File: src/rtl/mem_tag_inserter.sv
module mem_tag_inserter #(
  parameter int PTR_W   = 64,
  parameter int TAG_W   = 4,
  parameter int TAG_POS = 56,
  parameter int SEED_W  = 16
) (
  input  logic              clk,
  input  logic              rst_n,
  input  logic              start,
  input  logic [PTR_W-1:0]  ptr_in,
  input  logic [(1<<TAG_W)-1:0] op_excl,
  input  logic [(1<<TAG_W)-1:0] ctl_excl,
  input  logic              tag_en,
  input  logic              ld,
  input  logic [TAG_W-1:0]  ld_tag,
  input  logic [SEED_W-1:0] ld_seed,
  output logic              busy,
  output logic              done,
  output logic [PTR_W-1:0]  ptr_out,
  output logic [TAG_W-1:0]  st_tag,
  output logic [SEED_W-1:0] st_seed
);
  localparam int NTAGS = 1 << TAG_W;

  logic [PTR_W-1:0]  ptr_q;
  logic [NTAGS-1:0]  mask_q;
  logic [TAG_W-1:0]  tag_q, rem_q, off_q;
  logic [SEED_W-1:0] seed_n_q;
  logic              en_q;

  logic [SEED_W-1:0] seed_adv;
  logic [TAG_W-1:0]  off_c;
  always_comb begin
    logic fb;
    seed_adv = st_seed;
    off_c    = '0;
    for (int i = 0; i < TAG_W; i++) begin
      fb       = seed_adv[5] ^ seed_adv[3] ^ seed_adv[2] ^ seed_adv[0];
      seed_adv = {fb, seed_adv[SEED_W-1:1]};
      off_c[i] = fb;
    end
  end

  wire [NTAGS-1:0] mask_in = op_excl | ctl_excl;
  wire             all_ex  = &mask_in;
  wire [TAG_W-1:0] step_tag = tag_q + 1'b1;
  wire             step_ok  = !mask_q[step_tag];
  wire [TAG_W-1:0] field    = tag_q - {{(TAG_W-1){1'b0}}, ptr_q[TAG_POS-1]};

  always_ff @(posedge clk) begin
    if (!rst_n) begin
      busy     <= 1'b0;
      done     <= 1'b0;
      ptr_q    <= '0;
      ptr_out  <= '0;
      mask_q   <= '0;
      tag_q    <= '0;
      rem_q    <= '0;
      off_q    <= '0;
      seed_n_q <= '0;
      en_q     <= 1'b0;
      st_tag   <= '0;
      st_seed  <= '0;
    end else begin
      done <= 1'b0;
      if (!busy) begin
        if (ld) begin
          st_tag  <= ld_tag;
          st_seed <= ld_seed;
        end
        if (start) begin
          busy     <= 1'b1;
          ptr_q    <= ptr_in;
          mask_q   <= mask_in;
          en_q     <= tag_en;
          tag_q    <= tag_en ? st_tag : '0;
          rem_q    <= (tag_en && !all_ex) ? off_c : '0;
          off_q    <= off_c;
          seed_n_q <= seed_adv;
        end
      end else if (rem_q != '0) begin
        tag_q <= step_tag;
        if (step_ok) rem_q <= rem_q - 1'b1;
      end else begin
        busy    <= 1'b0;
        done    <= 1'b1;
        ptr_out <= {ptr_q[PTR_W-1:TAG_POS+TAG_W], field, ptr_q[TAG_POS-1:0]};
        if (en_q) begin
          st_tag  <= tag_q;
          st_seed <= seed_n_q;
        end
      end
    end
  end

  AST_DONE_PULSE: assert property (@(posedge clk) disable iff (!rst_n)
    done |=> !done);
  AST_DONE_NOT_BUSY: assert property (@(posedge clk) disable iff (!rst_n)
    done |-> !busy);
  AST_START_IGNORED: assert property (@(posedge clk) disable iff (!rst_n)
    busy && $past(busy) |-> $stable(ptr_q) && $stable(mask_q));
  AST_WALK_HAS_HOLE: assert property (@(posedge clk) disable iff (!rst_n)
    busy && rem_q != '0 |-> !(&mask_q));
  AST_TAG_ALLOWED: assert property (@(posedge clk) disable iff (!rst_n)
    done && en_q && !(&mask_q) && off_q != '0 |-> !mask_q[st_tag]);
  AST_FIELD_MATCH: assert property (@(posedge clk) disable iff (!rst_n)
    done && en_q |-> ptr_out[TAG_POS+TAG_W-1:TAG_POS] + {{(TAG_W-1){1'b0}}, ptr_out[TAG_POS-1]} == st_tag);
  AST_OFF_STATE_HELD: assert property (@(posedge clk) disable iff (!rst_n)
    busy && !en_q |=> $stable(st_tag) && $stable(st_seed));
endmodule

File: config.mk
export PLATFORM = sky130hd
export DESIGN_NAME = mem_tag_inserter
export DESIGN_NICKNAME = d
export VERILOG_FILES = /design/src/rtl/mem_tag_inserter.sv
export SDC_FILE = /design/constraint.sdc
export NUM_CORES = 1
export LEC_CHECK = 0
export BUFFER_PORTS_ARGS = -buffer_cell sky130_fd_sc_hd__buf_2
export CELL_PAD_IN_SITES_DETAIL_PLACEMENT = 1
export CELL_PAD_IN_SITES_GLOBAL_PLACEMENT = 1
export CORE_ASPECT_RATIO = 0.5
export CORE_MARGIN = 10
export CORE_UTILIZATION = 30
export CTS_CLUSTER_DIAMETER = 30
export DETAILED_ROUTE_END_ITERATION = 16
export PLACE_DENSITY = 0.77
export SLEW_MARGIN = 20
export SYNTH_ARGS = -nofsm -noshare
export SYNTH_HDL_FRONTEND = slang
export SYNTH_SLANG_ARGS = --single-unit
File: constraint.sdc
create_clock -name clk -period 4.99 [get_ports clk]
set_input_delay 0.499 -clock clk [delete_from_list [all_inputs] [get_ports clk]]
set_output_delay 0.499 -clock clk [all_outputs]
set_load 0.02 [all_outputs]
==> flow_summary.toml <==
[clocking]
cts_setup_buffers = 0
cts_root_buf = "clkbuf_16"
postCtsHoldBufs = 0
htree_levels = 4
clk_transition_reported_paths_ps = 70
clock_latency_ps = 420
cts_made_buffers = 17
cts.sinks = 187
cts_resized = 0
clockBufferDepth = 2
cts_tree = "done"

[placement]
dp_hpwl_um = 16300
placement.cell_area_mm2 = 0.00881
place_congestion = 0.778
portBuffers = 202
place_inst = 1353

[min_path]
min_from = "ptr_in[13]"
min_to = "ptr_q[13]"
min_path_cells = 3
worstHoldPathType = "in2reg"

[critical_path]
reg2reg_slack_ps = 2070
r2r_end = "seed_n_q[12]"
crit_required_ps = 5330
r2r_cells = 5
reg2reg_from = "busy"
critPathArrivalTime_ps = 3250
path_class = "reg2reg"
end_kind = "flip-flop"
worstPathMaxFanout = 45
crit_path_start_kind = "flip-flop"

[layout]
fin_nets = 1162
layout-drive-gt1-share_pct = 23.8
n_fill_cell = 2971
final_cell_area_mm2 = 0.00940
area_growth_pct = 24.1
finalNonFillerCells = 1386

[synthesis]
yosysTopAreaCell = "dfxtp_1"
synth_area_mm2 = 0.00757
post-synth-top-count-cell = "nand2_1"
synth_common_cells = "nand2_1 (322), dfxtp_1 (187), a21boi_0 (133), clkbuf_1 (48), o211a_1 (41)"
syn_avg_cell_area_um2 = 8.68
ys_ff_latch = 187
synthTopCellsByArea = "dfxtp_1 (49%), nand2_1 (16%), a21boi_0 (13%)"
yosys.area.top_type_share_pct = 49.4
synth_edf_count = 0
asyncSetResetFlopFracSynth_pct = 0
ys_seq_area_share_pct = 49.4
yosysWarnings = 0
syn-num-nets = 999
syn_inst = 873
yosysUniqueCellTypes = 34
synth_flop_cell = "dfxtp_1"

[route]
drt-initial-drc-count = 295
drc_errors = 0
drt_first_pass_iters = 4
wl_per_cell_um = 16.6
num_vias = 6477
drt-total-wl_um = 23000
vias_per_cell = 4.67
antenna_left = 0

[grt]
antenna_found_initial = 3
grt_max_degree = 124
grt_pass1_wl_um = 36400
grt_pass1_vias = 6880
overflow = 0
grt_usage_pct = 13.8

[sta]
tns_ps = 0
finalHoldViolCount = 0
final-max-slew-violation-count = 0
fin_crit_ps = 2920
max_slew.worst_pin.slew_ps = 950
fmax_mhz = 343
setup_viol = 0
fin_crit_sh_pct = 58.5
skew_ps = 8.91
rsz0062_at_grt = "false"
slew_headroom_pct = 36.7

[die]
rows = 40
start_util_pct = 31.0
die_y_um = 132
io_pins = 207
die_area_mm2 = 0.0324
die_w_um = 245
core_region_area_mm2 = 0.0244

[power_and_ir_drop]
power_density_mw_per_mm2 = 416
ir_drop_uv = 234
p_leak_nw = 4.20

[run_status]
status = "finished, final reports clean"

[job]
maxCapViolCount = 0
-- cells in the final DEF (no fill, tap or decap), types with 4 or more instances in the layout --
master and instances:
a21boi_0 133, buf_2 201, xor2_1 7, clkbuf_16 17, nor2_1 29, nor3b_1 5
a22o_1 4, nor4_1 4, buf_4 7, dfxtp_1 186, ha_1 5, o211a_1 41
o21ai_0 4, mux2i_1 27, clkinvlp_4 5, nand2_1 321, xnor2_1 9, inv_1 6
-- registers in the layout, indices dropped and copies added (netlist names) --
| signal | flops |
|---|---|
| st_seed | 16 |
| rem_q | 4 |
| ptr_q | 60 |
| done | 1 |
| st_tag | 4 |
| ptr_out | 64 |
| tag_q | 4 |
| busy | 1 |
| seed_n_q | 16 |
| mask_q | 16 |
| en_q | 1 |
-- logic make-up after synthesis --
kind of cell / Yosys count / share of synthesized area [%]
buffers and inverters: 71 / 3.87
xor gates and xnor gates: 16 / 1.85
AOI/OAI and AO/OA: 190 / 20.2
muxes: 31 / 4.66
adders and majority gates: 5 / 0.826
DFF: 187 / 49.4
and+or+nand+nor: 373 / 19.2
-- layer usage --
metal  vias up  part of all wire (%)  GRT usage, %
li1       3204                     -             -
met1      3167                    40          14.4
met2        75                    55          26.0
met3        31                   2.7          3.38
met4         0                   2.4          5.39
met5         -                     0             0
-- area by class of cell --
cell class                      instances  area, um^2  share of cell area [%]
Antenna cell                            3        7.51                  0.0799
Clock buffer                           18         429                    4.57
Clock inverter                         12         151                    1.61
Inverter                                6        22.5                   0.240
Multi-Input combinational cell        615        3550                    37.8
Sequential cell                       187        3740                    39.8
Tap cell                              336         420                    4.47
Timing Repair Buffer                  209        1070                    11.4
-- worst max-delay path, stage by stage (launching register included) --
cell and delay, ps:
dfxtp_2 960, inv_1 320, nand2_2 630, buf_4 590
nor2_1 100, nor3b_1 220
-- power breakdown --
part | internal [mW] | leakage, nW | switching [mW]
Clock | 0.781 | 0.270 | 0.582
Combinational | 0.303 | 2.40 | 0.502
Sequential | 1.63 | 1.53 | 0.116
Total | 2.71 | 4.20 | 1.20
-- worst max path at each step --
| stage | startpoint | endpoint | depth (start not counted) |
|---|---|---|---|
| 2_1_floorplan | tag_q[1] | rem_q[0] | 6 |
| 3_3_place_gp | busy | seed_n_q[14] | 5 |
| 3_5_place_dp | busy | seed_n_q[12] | 5 |
| 4_1_cts | busy | seed_n_q[12] | 5 |
| 5_1_grt | busy | seed_n_q[12] | 5 |
| 6_report | busy | seed_n_q[12] | 5 |
-- stage by stage --
stage               power, mW  hold slack (ps)  utilization, %  worst slack [ps]
detailed placement       2.60              459            36.1              2020
CTS                      3.98              294            38.4              1990
global placement         2.57              447            36.1              2100
finish                   3.91              321            38.5              2070
global route             4.13              305            38.5              1820
floorplan                2.32              441               -              3050
Note: power is estimated with default switching activity, not from simulation.
